<file path="src/rtl/swap_seq.sv">
module swap_seq #(
  parameter int AW = 32
) (
  input  logic          clk_i,
  input  logic          rst_i,
  input  logic          req_i,
  input  logic [AW-1:0] addr_i,
  input  logic          size_i,
  input  logic [31:0]   wdata_i,
  output logic          busy_o,
  output logic          done_o,
  output logic          res_valid_o,
  output logic [31:0]   result_o,
  output logic          mem_req_o,
  output logic          mem_we_o,
  output logic          mem_seq_o,
  output logic          mem_lock_o,
  output logic [AW-1:0] mem_addr_o,
  output logic [3:0]    mem_be_o,
  output logic [31:0]   mem_wdata_o,
  input  logic [31:0]   mem_rdata_i,
  input  logic          mem_abort_i
);

  typedef enum logic [2:0] {S_IDLE, S_INT, S_RD, S_WR, S_END} st_t;
  st_t st;

  logic [AW-1:0] a_q;
  logic          w_q;
  logic [31:0]   d_q;
  logic [31:0]   old_q;
  logic          ok_q;

  logic [1:0]  lane;
  logic [7:0]  rbyte;

  assign lane  = a_q[1:0];
  assign rbyte = mem_rdata_i[8*lane +: 8];

  always_ff @(posedge clk_i) begin
    if (rst_i) begin
      st    <= S_IDLE;
      a_q   <= '0;
      w_q   <= 1'b0;
      d_q   <= '0;
      old_q <= '0;
      ok_q  <= 1'b0;
    end else begin
      case (st)
        S_IDLE: if (req_i) begin
          st  <= S_INT;
          a_q <= addr_i;
          w_q <= size_i;
          d_q <= wdata_i;
        end
        S_INT: st <= S_RD;
        S_RD: begin
          old_q <= w_q ? mem_rdata_i : {24'd0, rbyte};
          ok_q  <= !mem_abort_i;
          st    <= mem_abort_i ? S_END : S_WR;
        end
        S_WR: begin
          if (mem_abort_i) ok_q <= 1'b0;
          st <= S_END;
        end
        default: st <= S_IDLE;
      endcase
    end
  end

  assign busy_o      = (st != S_IDLE);
  assign done_o      = (st == S_END);
  assign res_valid_o = done_o && ok_q;
  assign result_o    = done_o ? old_q : '0;
  assign mem_req_o   = (st == S_RD) || (st == S_WR);
  assign mem_we_o    = (st == S_WR);
  assign mem_seq_o   = 1'b0;
  assign mem_lock_o  = mem_req_o;
  assign mem_addr_o  = mem_req_o ? a_q : '0;
  assign mem_be_o    = !mem_req_o ? 4'b0000 :
                       w_q ? 4'b1111 : (4'b0001 << lane);
  assign mem_wdata_o = !mem_we_o ? 32'd0 :
                       w_q ? d_q : {4{d_q[7:0]}};

  p_int_quiet_r1: assert property (@(posedge clk_i) disable iff (rst_i)
    (!busy_o && req_i) |=> (busy_o && !mem_req_o && !mem_lock_o));

  p_rd_follows_r2: assert property (@(posedge clk_i) disable iff (rst_i)
    (busy_o && !mem_req_o && !done_o) |=> (mem_req_o && !mem_we_o));

  p_wr_after_rd_r3: assert property (@(posedge clk_i) disable iff (rst_i)
    (mem_req_o && !mem_we_o && !mem_abort_i) |=>
      (mem_req_o && mem_we_o && $stable(mem_addr_o)));

  p_lock_match_r4: assert property (@(posedge clk_i) disable iff (rst_i)
    mem_lock_o == mem_req_o);

  p_rd_abort_r7: assert property (@(posedge clk_i) disable iff (rst_i)
    (mem_req_o && !mem_we_o && mem_abort_i) |=>
      (!mem_req_o && done_o && !res_valid_o));

  p_wr_abort_r8: assert property (@(posedge clk_i) disable iff (rst_i)
    (mem_we_o && mem_abort_i) |=> (done_o && !res_valid_o));

  p_done_pulse_r9: assert property (@(posedge clk_i) disable iff (rst_i)
    done_o |=> !done_o);

  p_be_onehot_r6: assert property (@(posedge clk_i) disable iff (rst_i)
    mem_req_o |-> ($countones(mem_be_o) == 1 || mem_be_o == 4'b1111));

  p_reset_idle_r11: assert property (@(posedge clk_i)
    rst_i |=> (!busy_o && !mem_req_o && !mem_lock_o && !done_o));

endmodule

</file>
<file path="config.mk">
export PLATFORM = sky130hd
export DESIGN_NAME = swap_seq
export DESIGN_NICKNAME = d
export VERILOG_FILES = /design/src/rtl/swap_seq.sv
export SDC_FILE = /design/constraint.sdc
export NUM_CORES = 1
export LEC_CHECK = 0
export BUFFER_PORTS_ARGS = -buffer_cell sky130_fd_sc_hd__buf_2
export CAP_MARGIN = 20
export CORE_MARGIN = 10
export CORE_UTILIZATION = 43
export CTS_CLUSTER_SIZE = 24
export DETAILED_ROUTE_END_ITERATION = 7
export GPL_TIMING_DRIVEN = 0
export PLACE_DENSITY = 0.74
export SLEW_MARGIN = 20
export SYNTH_ARGS = -nofsm -noshare
export SYNTH_HDL_FRONTEND = slang
export SYNTH_SLANG_ARGS = --single-unit
</file>
<file path="constraint.sdc">
create_clock -name clk_i -period 1.7 [get_ports clk_i]
set_clock_uncertainty 0.15 [all_clocks]
set_input_delay 0.255 -clock clk_i [delete_from_list [all_inputs] [get_ports clk_i]]
set_output_delay 0.255 -clock clk_i [all_outputs]
set_load 0.05 [all_outputs]
</file>
==> metrics.log, run 1 <==
[metrics] Initial Utilization: between 40% and 50%
[metrics] cell types occupying the most area after synthesis: dfxtp_1, nand2_1, a21oi_1
[metrics] # port buffers: slightly above 200
[metrics] cell chosen for the clock root: clkbuf_8
[metrics] mean post-synth cell area: about 7.4 sq um
[metrics] number of top-level design ports: around 210
[metrics] number of buffers created by CTS: 9
[metrics] CTS Buffer Depth: 2
[metrics] CTS H-tree lvls: 3
[metrics] synth unique cells: 28
[metrics] largest net degree at the start of global routing: 16
[metrics] final estimated routing congestion in global placement: 0.952
[metrics] pin category terminating the worst setup path after the last repair: primary output
[metrics] endpoint pin with the least setup slack after global-route repair: result_o[29]
[metrics] Synthesized Nets: approximately 730
[metrics] synthesized flop and latch total: around 100
[metrics] sequential fraction of the synthesis area: ~43%
[metrics] number of warnings issued by yosys: 0
[metrics] top cell type's share of synthesized area: 43.5%
[metrics] Vert. Die Dim: approximately 120 microns
[metrics] last flow stage reached: 5_1_grt
[metrics] CTS Sinks: a little over 100
[metrics] Site Rows: 37
[metrics] first error in the log: [ERROR DPL-0038] Utilization greater than 100%, impossible to legalize
[metrics] combined area of all synthesized cells: ~0.0047 sq mm
[metrics] DP Wirelength: 13.5 mm
[metrics] chip width: around 120 microns
[metrics] Syn Inst Count: 632
[metrics] post-synthesis cell type with the largest combined area: dfxtp_1
[metrics] outcome: stopped before the end
## cells by family after synthesis
| logic type | count (synthesis) | share of synthesized area [%] |
|---|---|---|
| simple gates | 307 | 30.5 |
| compound gates | 152 | 17.5 |
| other cells | 1 | 0.0806 |
| mux | 9 | 1.94 |
| flops | 101 | 43.5 |
| buf+inv | 62 | 6.51 |
## timing repair
| action | CTS |
|---|---|
| hold buffers | 65 |
| endpoints found under the hold margin | 65 |
| endpoints found under the setup margin | 197 |
| gates cloned | 5 |
| setup buffers | 12 |
| pin swaps | 25 |
| resized for setup | 360 |
## per-stage QoR
step | std cells | setup slack (ns) | instance area (sq um)
2_1_floorplan | 632 | -0.111 | 5100
3_3_place_gp | 973 | -0.534 | 6290
3_5_place_dp | 973 | -0.599 | 6290
4_1_cts | 1070 | -0.334 | 8430
## synth_stat cells
master / count
mux2i_1: 9
dfxtp_1: 101
nor3b_2: 1
nor4b_1: 1
or4b_1: 1
a211o_1: 8
clkbuf_1: 33
buf_6: 4
or3b_1: 1
nand2b_1: 9
a211oi_1: 8
nand2_1: 180
buf_1: 4
buf_2: 8
nor2_1: 14
buf_4: 8
and3_1: 8
nand3_1: 24
o21bai_1: 1
nor3b_1: 1
inv_1: 4
conb_1: 1
or3_1: 1
o21ai_0: 1
and2_1: 64
inv_2: 1
nor3_1: 2
a21oi_1: 134
==> inputs of run 2 (changes only) <==
- CORE_UTILIZATION: 43 -> 40
- CTS_CLUSTER_SIZE: 24 -> unset
- PLACE_DENSITY: 0.74 -> unset
- PLACE_DENSITY_LB_ADDON: unset -> 0.15
- clock period: 1.7 -> 2.2 ns (I/O delays scaled with it)
==> metrics.log, run 2 <==
[metrics] outcome: complete, no violations (was stopped before the end)
[metrics] Layout area overhead: 46.9%
[metrics] synth unique cells: 28 (unchanged)
[metrics] number of inserted diodes: 0
[metrics] number of global-route vias before repair: roughly 5300
[metrics] number of DRC markers in iteration 0: 303
[metrics] startpoint-to-endpoint class of the critical path: reg -> out
[metrics] Vert. Die Dim: 128 microns (was 124 microns)
[metrics] commonest cells after routing, fill and taps aside: nand2_1, a21oi_1, buf_2
[metrics] Initial Utilization: 40.7% (was 44.6%)
[metrics] mean post-synth cell area: 7.36 sq um (unchanged)
[metrics] count of antenna-violating nets left after detailed routing: 0
[metrics] # port buffers: 205 (unchanged)
[metrics] LEAKAGE: approximately 0.0030 uW
[metrics] cell area after placement: 0.00588 sq mm (was 0.00629 sq mm)
[metrics] DP Wirelength: 13.5 mm (about the same)
[metrics] number of max-slew violations in the final report: 0
[metrics] arrival time of the worst setup path: 1.69 ns
[metrics] final estimated routing congestion in global placement: 0.889 (was 0.952)
[metrics] number of vias per cell: about 5.1
[metrics] number of warnings issued by yosys: 0 (unchanged)
[metrics] total wire length after detailed routing: between 15 and 20 mm
[metrics] max-cap viol count: 0
[metrics] Site Rows: 39 (was 37)
[metrics] worst-path cell with the longest stage delay: dfxtp_4
[metrics] most repeated cell in the gate-level netlist after synthesis: nand2_1 (unchanged)
[metrics] cell types occupying the most area after synthesis: dfxtp_1, nand2_1, a21oi_1 (unchanged)
[metrics] total via count after detailed routing: 5164
[metrics] number of flops mapped to enable cells by yosys: 0 (unchanged)
[metrics] global-route total usage across every layer: 20.0%
[metrics] synthesized flop and latch total: 101 (unchanged)
[metrics] Hold Fails Final Rpt: 0
[metrics] clock tree from TritonCTS: done
[metrics] commonest cells in the netlist: nand2_1, a21oi_1, dfxtp_1, and2_1, clkbuf_1 (unchanged)
[metrics] aggregate global routing overflow: 0
[metrics] number of iterations in the first detailed-routing pass: 5
[metrics] routed length per instance: roughly 17 microns
[metrics] cell chosen for the clock root: clkbuf_16 (was clkbuf_8)
[metrics] top cell type's share of synthesized area: 43.5% (unchanged)
[metrics] class of the tightest hold or removal check: in -> reg
[metrics] final core utilization: 59.8%
[metrics] largest registers ranked by flip-flop count: a_q x32, d_q x32, old_q x32
[metrics] leading cell type in the layout, fill and taps excluded: nand2_1
[metrics] Placeable Area: ~0.011 sq mm
[metrics] worst-skew pair later-pin latency: around 0.34 ns
[metrics] total power divided by cell area: 626 mW/mm^2
[metrics] layout net count: 960
[metrics] Synthesized Nets: 733 (unchanged)
[metrics] drc violations: 0
[metrics] largest vdd supply drop: 0.392 mV
[metrics] max incr delay on CP: 0.36 ns
[metrics] combined area of all synthesized cells: 0.00465 sq mm (unchanged)
[metrics] worst-path maximum fanout: 8
[metrics] Final Instance Area: between 0.006 and 0.007 sq mm
[metrics] sequence of cells on the critical path: nand2b_1, buf_6, inv_8, nand2_8, clkbuf_16, a21oi_2, buf_4
[metrics] floorplan die area: between 0.015 and 0.02 sq mm
[metrics] number of buffers created by CTS: 9 (unchanged)
[metrics] sequential fraction of the synthesis area: 43.5% (unchanged)
[metrics] clock-pin slew reported for the worst setup and hold paths after clock tree synthesis: ~0.070 ns
[metrics] chip width: 128 microns (was 124 microns)
[metrics] total of hold buffers inserted after clock tree synthesis: 0 (was 65)
[metrics] Syn Inst Count: 632 (unchanged)
[metrics] CTS Buffer Depth: 2 (unchanged)
[metrics] ys flop type: dfxtp_1 (unchanged)
[metrics] CTS H-tree lvls: 3 (unchanged)
[metrics] post-synthesis cell type with the largest combined area: dfxtp_1 (unchanged)
[metrics] share of layout cells above drive strength 1: between 30% and 40%
[metrics] largest net degree at the start of global routing: 15
[metrics] number of failing setup endpoints in the final timing report: 0
[metrics] endpoint type of the worst setup path: primary output
[metrics] number of top-level design ports: 208 (unchanged)
[metrics] initial antenna violation count: 0
[metrics] worst slew slack as a fraction of its limit: 59.1%
[metrics] kind of start point of the critical path: flop
[metrics] share of async-settable or async-resettable flops after synthesis: 0% (unchanged)
[metrics] Worst Tran Pin Value: around 0.61 ns
[metrics] Period Utilization, post-route: a little over nine tenths
[metrics] maximum clock rate: approximately 460 MHz
[metrics] first-pass GRT wire length: between 20 and 30 mm
[metrics] time the final worst path needs with I/O delays and setup: between 2 and 2.5 ns
[metrics] worst path required time: 1.72 ns
[metrics] CTS Sinks: 101 (unchanged)
-- run 2: final cells by class --
type / instances / area [sq um]
timing repair buffer: 215 / 1480
inverter: 5 / 26.3
clock buffer: 14 / 274
buffer: 57 / 388
sequential: 101 / 2030
tap: 143 / 179
clock inverter: 1 / 5.00
multi-input combinational: 470 / 2450
fill: 1098 / 4590
-- run 2: final timing paths --
path / startpoint / endpoint / slack [ns] / cells after the start
setup / recovery: st[2]$_SDFFE_PP0P_ / mem_wdata_o[29] / 0.03 / 7
hold / removal: addr_i[1] / a_q[1]$_SDFFE_PP0P_ / 0.08 / 3
setup reg to reg: st[0]$_SDFFE_PP0P_ / a_q[20]$_SDFFE_PP0P_ / 0.23 / 7
hold reg to reg: old_q[10]$_SDFFE_PP0N_ / old_q[10]$_SDFFE_PP0N_ / 0.30 / 2
-- run 2: cells by family after synthesis --
logic type             synth area share, %
and+or+nand+nor                       30.5
buffers and inverters                 6.51
AOI/OAI and AO/OA                     17.5
DFF                                   43.5
muxes                                 1.94
other                               0.0806
-- run 2: what timing repair did --
item | CTS | global route
gates resized for setup | 108 | 105
cloned | 2 | 2
endpoints found under the hold margin | 0 | 0
setup endpoints to repair | 103 | 98
pin swaps | 1 | 2
buffers inserted | 2 | 5
-- run 2: routing by layer --
metal / global-route usage [%] / vias up / wire (microns)
met5: 0 / - / 0
met4: 6.75 / 0 / 319
met3: 8.31 / 23 / 1890
met2: 34.5 / 207 / 8620
met1: 21.7 / 2402 / 6760
li1: - / 2532 / -
-- run 2: metrics by stage --
stage,setup TNS (ns),hold slack (ns),std cells,worst slack [ns],power (uW)
after detailed placement,-7.92,0.289,980,-0.220,2740
after global placement,-8.75,0.284,980,-0.266,2730
final,0,0.0752,1006,0.0293,4280
after CTS,0,0.0669,999,0.00114,4270
after global routing,-0.0520,0.0706,1006,-0.0338,4470
after floorplan,-1.45,0.277,632,-0.0924,2480
-- run 2: power by group --
part           internal, uW  switching [uW]
Combinational           291             488
Clock                   854             654
Sequential             1930            56.7
Total                  3080            1200
-- run 2: critical path: cells and delay by family (launching register included) --
family,cells,cell delay (ns)
compound gates,1,0.12
buf+inv,4,0.62
flops,1,0.36
simple gates,2,0.24
Note: power is estimated with default switching activity, not from simulation.
==> inputs of run 3 (changes only) <==
- CORE_ASPECT_RATIO: unset -> 1.2
==> metrics.log, run 3 (same netlist as run 2, synthesis figures left out) <==
[metrics] launch instance of the worst min-delay path: wdata_i[25] (was addr_i[1])
[metrics] number of top-level design ports: 208 (unchanged)
[metrics] endpoint type of the worst setup path: primary output (unchanged)
[metrics] switching share of total power: 26.3% (was 28.0%)
[metrics] global-route layer with the greatest usage: met2 (unchanged)
[metrics] total of hold buffers inserted after clock tree synthesis: 0 (unchanged)
[metrics] CTS Sinks: 101 (unchanged)
[metrics] floorplan die area: 0.0164 sq mm (was 0.0163 sq mm)
[metrics] DP Worst Slack: -0.372 ns (was -0.220 ns)
[metrics] Layout area overhead: 48.9% (was 46.9%)
[metrics] time the final worst path needs with I/O delays and setup: 2.13 ns (was 2.17 ns)
[metrics] count of antenna-violating nets left after detailed routing: 0 (unchanged)
[metrics] worst-skew pair later-pin latency: 0.34 ns (about the same)
[metrics] Vert. Die Dim: 138 microns (was 128 microns)
[metrics] clock tree from TritonCTS: done (unchanged)
[metrics] number of failing setup endpoints in the final timing report: 0 (unchanged)
[metrics] NetSw: 1200 uW (about the same)
[metrics] number of vias per cell: 4.94 (was 5.13)
[metrics] Initial Utilization: 40.6% (was 40.7%)
[metrics] total wire length after detailed routing: 16.8 mm (was 17.6 mm)
[metrics] aggregate global routing overflow: 0 (unchanged)
[metrics] Site Rows: 43 (was 39)
[metrics] class of the tightest hold or removal check: in -> reg (unchanged)
[metrics] largest net degree at the start of global routing: 16 (was 15)
[metrics] routed length per instance: 16.6 microns (was 17.5 microns)
[metrics] largest registers ranked by flip-flop count: a_q x32, d_q x32, old_q x32 (unchanged)
[metrics] final estimated routing congestion in global placement: 0.897 (was 0.889)
[metrics] commonest cells after routing, fill and taps aside: nand2_1, a21oi_1, buf_2 (unchanged)
[metrics] chip width: 118 microns (was 128 microns)
[metrics] worst hold margin: 0.0703 ns (was 0.0752 ns)
[metrics] cell chosen for the clock root: clkbuf_16 (unchanged)
[metrics] Storage cell area: 0.00203 sq mm (unchanged)
[metrics] drc violations: 0 (unchanged)
[metrics] met2 usage in global routing: 34.8% (was 34.5%)
[metrics] LEAKAGE: 0.00296 uW (about the same)
[metrics] maximum clock rate: 469 MHz (was 461 MHz)
[metrics] worst-path maximum fanout: 10 (was 8)
[metrics] total power divided by cell area: 662 mW/mm^2 (was 626 mW/mm^2)
[metrics] total via count after detailed routing: 5012 (was 5164)
[metrics] Hold Fails Final Rpt: 0 (unchanged)
[metrics] layout net count: 954 (was 960)
[metrics] kind of start point of the critical path: flop (unchanged)
[metrics] global-route total usage across every layer: 19.8% (was 20.0%)
[metrics] outcome: complete, no violations (unchanged)
[metrics] # port buffers: 205 (unchanged)
[metrics] largest vdd supply drop: 0.375 mV (was 0.392 mV)
[metrics] Clk pwr share: 39.9% (was 35.3%)
[metrics] Power Total: 4590 uW (was 4280 uW)
[metrics] Placeable Area: 0.0115 sq mm (was 0.0114 sq mm)
[metrics] DP Wirelength: 13.1 mm (was 13.5 mm)
[metrics] Worst Slack Setup Final: 0.0689 ns (was 0.0293 ns)
[metrics] Flop pwr share: 43.3% (was 46.5%)
[metrics] number of global-route vias before repair: 5283 (was 5260)
[metrics] combinational power share: 16.7% (was 18.2%)
[metrics] number of buffers created by CTS: 9 (unchanged)
[metrics] initial antenna violation count: 0 (unchanged)
[metrics] max-cap viol count: 0 (unchanged)
[metrics] met1 Track Usage GR: 21.3% (was 21.7%)
[metrics] Crit. Startpoint: st[2]$_SDFFE_PP0P_ (unchanged)
[metrics] number of max-slew violations in the final report: 0 (unchanged)
[metrics] CTS Buffer Depth: 2 (unchanged)
[metrics] internal power: 3380 uW (was 3080 uW)
[metrics] leading cell type in the layout, fill and taps excluded: nand2_1 (unchanged)
[metrics] number of DRC markers in iteration 0: 262 (was 303)
[metrics] first-pass GRT wire length: 26.6 mm (was 26.5 mm)
[metrics] fraction of met3 tracks used by global routing: 6.23% (was 8.31%)
[metrics] Reg2Reg Launch Point: st[2]$_SDFFE_PP0P_ (was st[0]$_SDFFE_PP0P_)
[metrics] CTS H-tree lvls: 3 (unchanged)
[metrics] arrival time of the worst setup path: 1.65 ns (was 1.69 ns)
[metrics] Period Utilization, post-route: 96.9% (was 98.7%)
[metrics] worst slew slack as a fraction of its limit: 59.9% (was 59.1%)
[metrics] filler instances: 1089 (was 1098)
[metrics] clock-pin slew reported for the worst setup and hold paths after clock tree synthesis: 0.07 ns (about the same)
[metrics] share of layout cells above drive strength 1: 33.6% (about the same)
[metrics] area used by multi-input combinational logic: 0.00248 sq mm (was 0.00245 sq mm)
[metrics] worst path required time: 1.72 ns (about the same)
[metrics] number of iterations in the first detailed-routing pass: 5 (unchanged)
[metrics] startpoint-to-endpoint class of the critical path: reg -> out (unchanged)
[metrics] Worst Tran Pin Value: 0.601 ns (was 0.613 ns)
run 3: changes by cell type in the layout (fill, tap and decap cells not counted), moves of 2 or more:
cell | previous run | this run
buf_6 | 37 | 49
clkbuf_4 | 18 | 10
bufinv_16 | 0 | 3
clkbuf_1 | 21 | 19
a21oi_2 | 14 | 11
clkbuf_8 | 5 | 2
buf_4 | 70 | 65
a21oi_4 | 2 | 6
run 3: critical path, stage by stage, from the launching register on:
cell      delay [ns]
dfxtp_4         0.36
nand2b_1        0.15
buf_6           0.13
inv_6           0.08
clkbuf_4        0.20
and3_1          0.21
buf_6           0.17
run 3: metrics by stage:
step / instance area (sq um) / setup TNS (ns) / std cells / utilization (%)
6_report: 6920 / 0 / 1015 / 60.4
5_1_grt: 6920 / -0.00770 / 1014 / 60.4
4_1_cts: 6660 / 0 / 1012 / 58.1
3_5_place_dp: 5900 / -12.14 / 994 / 51.5
3_3_place_gp: 5900 / -11.62 / 994 / 51.5
2_1_floorplan: 4680 / -1.45 / 632 / -
run 3: area by class of cell:
class / count / area share [%]
well taps: 157 / 2.84
multi-input cells: 469 / 35.8
clock buffers: 11 / 3.65
inverters: 5 / 0.343
flip-flops and latches: 101 / 29.3
diodes: 1 / 0.0361
plain buffers: 57 / 5.46
repair buffers: 210 / 21.2
clock inverters: 4 / 1.37
run 3: what timing repair did:
action / 4_1_cts / 5_1_grt
setup buffers: 2 / 2
gates cloned: 1 / 0
resized for setup: 138 / 88
endpoints found under the setup margin: 102 / 97
run 3: path summary, 6_finish.rpt:
check	endpoint	slack [ns]	cells after the start
max	mem_wdata_o[6]	0.07	6
min	d_q[25]$_SDFFE_PP0P_	0.07	3
min reg2reg	old_q[14]$_SDFFE_PP0N_	0.30	2
max reg2reg	a_q[28]$_SDFFE_PP0P_	0.33	6
run 3: per-layer routing:
metal,wire (microns),part of all wire (%),vias up
met5,0,0,-
met2,8590,51,162
li1,-,-,2514
met4,312,1.9,0
met1,6620,39,2318
met3,1310,7.8,18
run 3: power by group through the flow:
stage	registers [uW]	clock network [uW]	logic, uW
2_1_floorplan	2010	0	467
4_1_cts	1990	1870	750
5_1_grt	2000	1940	844
3_3_place_gp	2020	0	707
3_5_place_dp	2030	0	717
6_report	1990	1830	768
==> inputs of run 4 (changes only) <==
- ABC_AREA: unset -> 1
- clock period: 2.2 -> 2 ns (I/O delays scaled with it)
==> metrics.log, run 4 <==
[metrics] outcome: complete, no violations (unchanged)
[metrics] worst hold margin: 0.0717 ns (was 0.0703 ns)
[metrics] class of the tightest hold or removal check: in -> reg (unchanged)
[metrics] endpoint type of the worst setup path: primary output (unchanged)
[metrics] Placeable Area: 0.0116 sq mm (was 0.0115 sq mm)
[metrics] Layout area overhead: 52.3% (was 48.9%)
[metrics] share of async-settable or async-resettable flops after synthesis: 0% (unchanged)
[metrics] cell chosen for the clock root: clkbuf_16 (unchanged)
[metrics] max incr delay on CP: 0.33 ns (was 0.36 ns)
[metrics] max-cap viol count: 0 (unchanged)
[metrics] combinational power share: 28.4% (was 16.7%)
[metrics] number of failing setup endpoints in the final timing report: 0 (unchanged)
[metrics] commonest cells in the netlist: inv_1, a21oi_1, dfxtp_1, o21ai_0, nor2_1 (was nand2_1, a21oi_1, dfxtp_1, and2_1, clkbuf_1)
[metrics] startpoint-to-endpoint class of the critical path: reg -> out (unchanged)
[metrics] filler instances: 1127 (was 1089)
[metrics] maximum clock rate: about 510 MHz
[metrics] final estimated routing congestion in global placement: 0.866 (was 0.897)
[metrics] number of global-route vias before repair: 5163 (was 5283)
[metrics] arrival time of the worst setup path: 1.51 ns (was 1.65 ns)
[metrics] worst-path cell with the longest stage delay: dfxtp_2 (was dfxtp_4)
[metrics] CTS Sinks: 101 (unchanged)
[metrics] number of vias per cell: 4.83 (was 4.94)
[metrics] largest registers ranked by flip-flop count: a_q x32, d_q x32, old_q x32 (unchanged)
[metrics] worst path required time: 1.55 ns (was 1.72 ns)
[metrics] Period Utilization, post-route: between 90% and 100%
[metrics] routed length per instance: 15.6 microns (was 16.6 microns)
[metrics] share of layout cells above drive strength 1: 37.5% (was 33.6%)
[metrics] first-pass GRT wire length: 26.5 mm (was 26.6 mm)
[metrics] leading cell type in the layout, fill and taps excluded: buf_2 (was nand2_1)
[metrics] r2r setup slk: 0.35 ns (was 0.33 ns)
[metrics] clock-pin slew reported for the worst setup and hold paths after clock tree synthesis: 0.07 ns (about the same)
[metrics] floorplan die area: 0.0166 sq mm (was 0.0164 sq mm)
[metrics] Hold Fails Final Rpt: 0 (unchanged)
[metrics] synthesized flop and latch total: 101 (unchanged)
[metrics] drc violations: 0 (unchanged)
[metrics] number of top-level design ports: 208 (unchanged)
[metrics] Vert. Die Dim: 139 microns (was 138 microns)
[metrics] global-route total usage across every layer: 19.5% (was 19.8%)
[metrics] number of max-slew violations in the final report: 0 (unchanged)
[metrics] aggregate global routing overflow: 0 (unchanged)
[metrics] post-synthesis cell type with the largest combined area: dfxtp_1 (unchanged)
[metrics] time the final worst path needs with I/O delays and setup: approximately 2 ns
[metrics] ys flop type: dfxtp_1 (unchanged)
[metrics] CTS H-tree lvls: 3 (unchanged)
[metrics] top cell type's share of synthesized area: 42.7% (was 43.5%)
[metrics] critical path buffer and inverter count: 5 (was 4)
[metrics] initial antenna violation count: 3 (was 0)
[metrics] largest net degree at the start of global routing: 16 (unchanged)
[metrics] worst-path maximum fanout: 7 (was 10)
[metrics] number of iterations in the first detailed-routing pass: 4 (was 5)
[metrics] Flop pwr share: 42.1% (was 43.3%)
[metrics] LEAKAGE: 0.00321 uW (was 0.00296 uW)
[metrics] Site Rows: 43 (unchanged)
[metrics] sequential fraction of the synthesis area: 42.7% (was 43.5%)
[metrics] sequence of cells on the critical path: inv_4, nand2_4, nor2_4, buf_12, clkbuf_16, nand2_2, inv_1, buf_6 (was nand2b_1, buf_6, inv_6, clkbuf_4, and3_1, buf_6)
[metrics] layout net count: 1032 (was 954)
[metrics] Synthesized Nets: 807 (was 733)
[metrics] cell types occupying the most area after synthesis: dfxtp_1, a21oi_1, inv_1 (was dfxtp_1, nand2_1, a21oi_1)
[metrics] largest vdd supply drop: 0.457 mV (was 0.375 mV)
[metrics] Worst path top cell family by delay: buffers and inverters (unchanged)
[metrics] count of antenna-violating nets left after detailed routing: 0 (unchanged)
[metrics] CTS Buffer Depth: 2 (unchanged)
[metrics] kind of start point of the critical path: flop (unchanged)
[metrics] worst-skew pair later-pin latency: 0.34 ns (about the same)
[metrics] final core utilization: 62.4% (was 60.4%)
[metrics] total via count after detailed routing: 5291 (was 5012)
[metrics] Syn Inst Count: 706 (was 632)
[metrics] internal power: 3630 uW (was 3380 uW)
[metrics] commonest cells after routing, fill and taps aside: buf_2, inv_1, a21oi_1 (was nand2_1, a21oi_1, buf_2)
[metrics] most repeated cell in the gate-level netlist after synthesis: inv_1 (was nand2_1)
[metrics] chip width: 119 microns (was 118 microns)
[metrics] clock tree from TritonCTS: done (unchanged)
[metrics] number of flops mapped to enable cells by yosys: 0 (unchanged)
[metrics] NetSw: 1870 uW (was 1200 uW)
[metrics] number of DRC markers in iteration 0: 266 (was 262)
[metrics] number of buffers created by CTS: 9 (unchanged)
[metrics] combined area of all synthesized cells: 0.00474 sq mm (was 0.00465 sq mm)
[metrics] Initial Utilization: 41.0% (was 40.6%)
[metrics] synth unique cells: 21 (was 28)
[metrics] mean post-synth cell area: 6.71 sq um (was 7.36 sq um)
[metrics] Worst Slack Setup Final: 0.0383 ns (was 0.0689 ns)
[metrics] total power divided by cell area: 761 mW/mm^2 (was 662 mW/mm^2)
[metrics] total wire length after detailed routing: 17.0 mm (was 16.8 mm)
[metrics] # port buffers: 205 (unchanged)
[metrics] number of warnings issued by yosys: 0 (unchanged)
[metrics] DP Wirelength: 12.9 mm (was 13.1 mm)
[metrics] DP Worst Slack: 0.00691 ns (was -0.372 ns)
[metrics] Clk pwr share: 29.5% (was 39.9%)
[metrics] switching share of total power: 34.0% (was 26.3%)
[metrics] unrepaired setup endpoints after global routing: yes
-- run 4: worst register-to-register path, stage by stage, from the launching register on --
cell,delay [ns]
dfxtp_2,0.33
buf_4,0.13
nor2_2,0.15
nand3_2,0.10
buf_4,0.20
buf_6,0.15
o21ai_0,0.24
a21oi_1,0.07
-- run 4: metrics by stage --
step	instances	area, sq um	setup TNS, ns	total power (uW)
final	1095	7220	0	5490
after global routing	1094	7220	-0.299	5780
after CTS	1084	6880	-0.0902	5420
after detailed placement	1068	6250	0	3750
after global placement	1068	6250	0	3740
after floorplan	706	5030	-0.221	3330
-- run 4: final cells by class --
cell class              count  area, sq um  area share, %
multi-input cells         419         2250           31.2
plain buffers              53          408           5.65
inverters                 131          507           7.02
repair buffers            216         1550           21.5
clock inverters             4         25.0          0.347
flip-flops and latches    101         2030           28.1
clock buffers              11          243           3.36
well taps                 157          196           2.72
diodes                      3         7.51          0.104
-- run 4: what timing repair did --
action | CTS | global route
hold buffers | 0 | 0
pin swaps | 1 | 4
buffers inserted | 4 | 5
cloned | 0 | 3
gates resized for setup | 125 | 97
setup endpoints to repair | 101 | 97
-- run 4: power by group through the flow --
stage / Combinational, uW / Clock (uW) / Sequential, uW
6_report: 1560 / 1620 / 2310
2_1_floorplan: 991 / 0 / 2330
4_1_cts: 1470 / 1650 / 2310
3_3_place_gp: 1390 / 0 / 2350
5_1_grt: 1720 / 1720 / 2340
3_5_place_dp: 1400 / 0 / 2350
-- run 4: cells by family (layout without fill, tap and decap cells) --
group	count (synthesis)	in the layout	synth area share, %
AO/OA/AOI/OAI	212	212	22.5
buffers and inverters	186	415	16.4
flip-flops	101	101	42.7
other	1	4	0.0791
AND/OR/NAND/NOR	206	206	18.3
-- run 4: path summary, 6_finish.rpt --
kind                                        endpoint            startpoint  cells past startpoint
worst max-delay path                 mem_wdata_o[27]    st[2]$_SDFFE_PP0P_                      8
worst max register to register   a_q[0]$_SDFFE_PP0P_    st[2]$_SDFFE_PP0P_                      7
worst min register to register  a_q[31]$_SDFFE_PP0P_  a_q[31]$_SDFFE_PP0P_                      2
worst min-delay path            d_q[24]$_SDFFE_PP0P_           wdata_i[24]                      3
-- run 4: per-layer routing --
metal	global-route usage, %	part of all wire, %	vias up
met4	8.91	3.0	0
li1	-	-	2678
met3	5.83	7.3	33
met5	0	0	-
met1	22.3	40	2388
met2	32.5	49	192
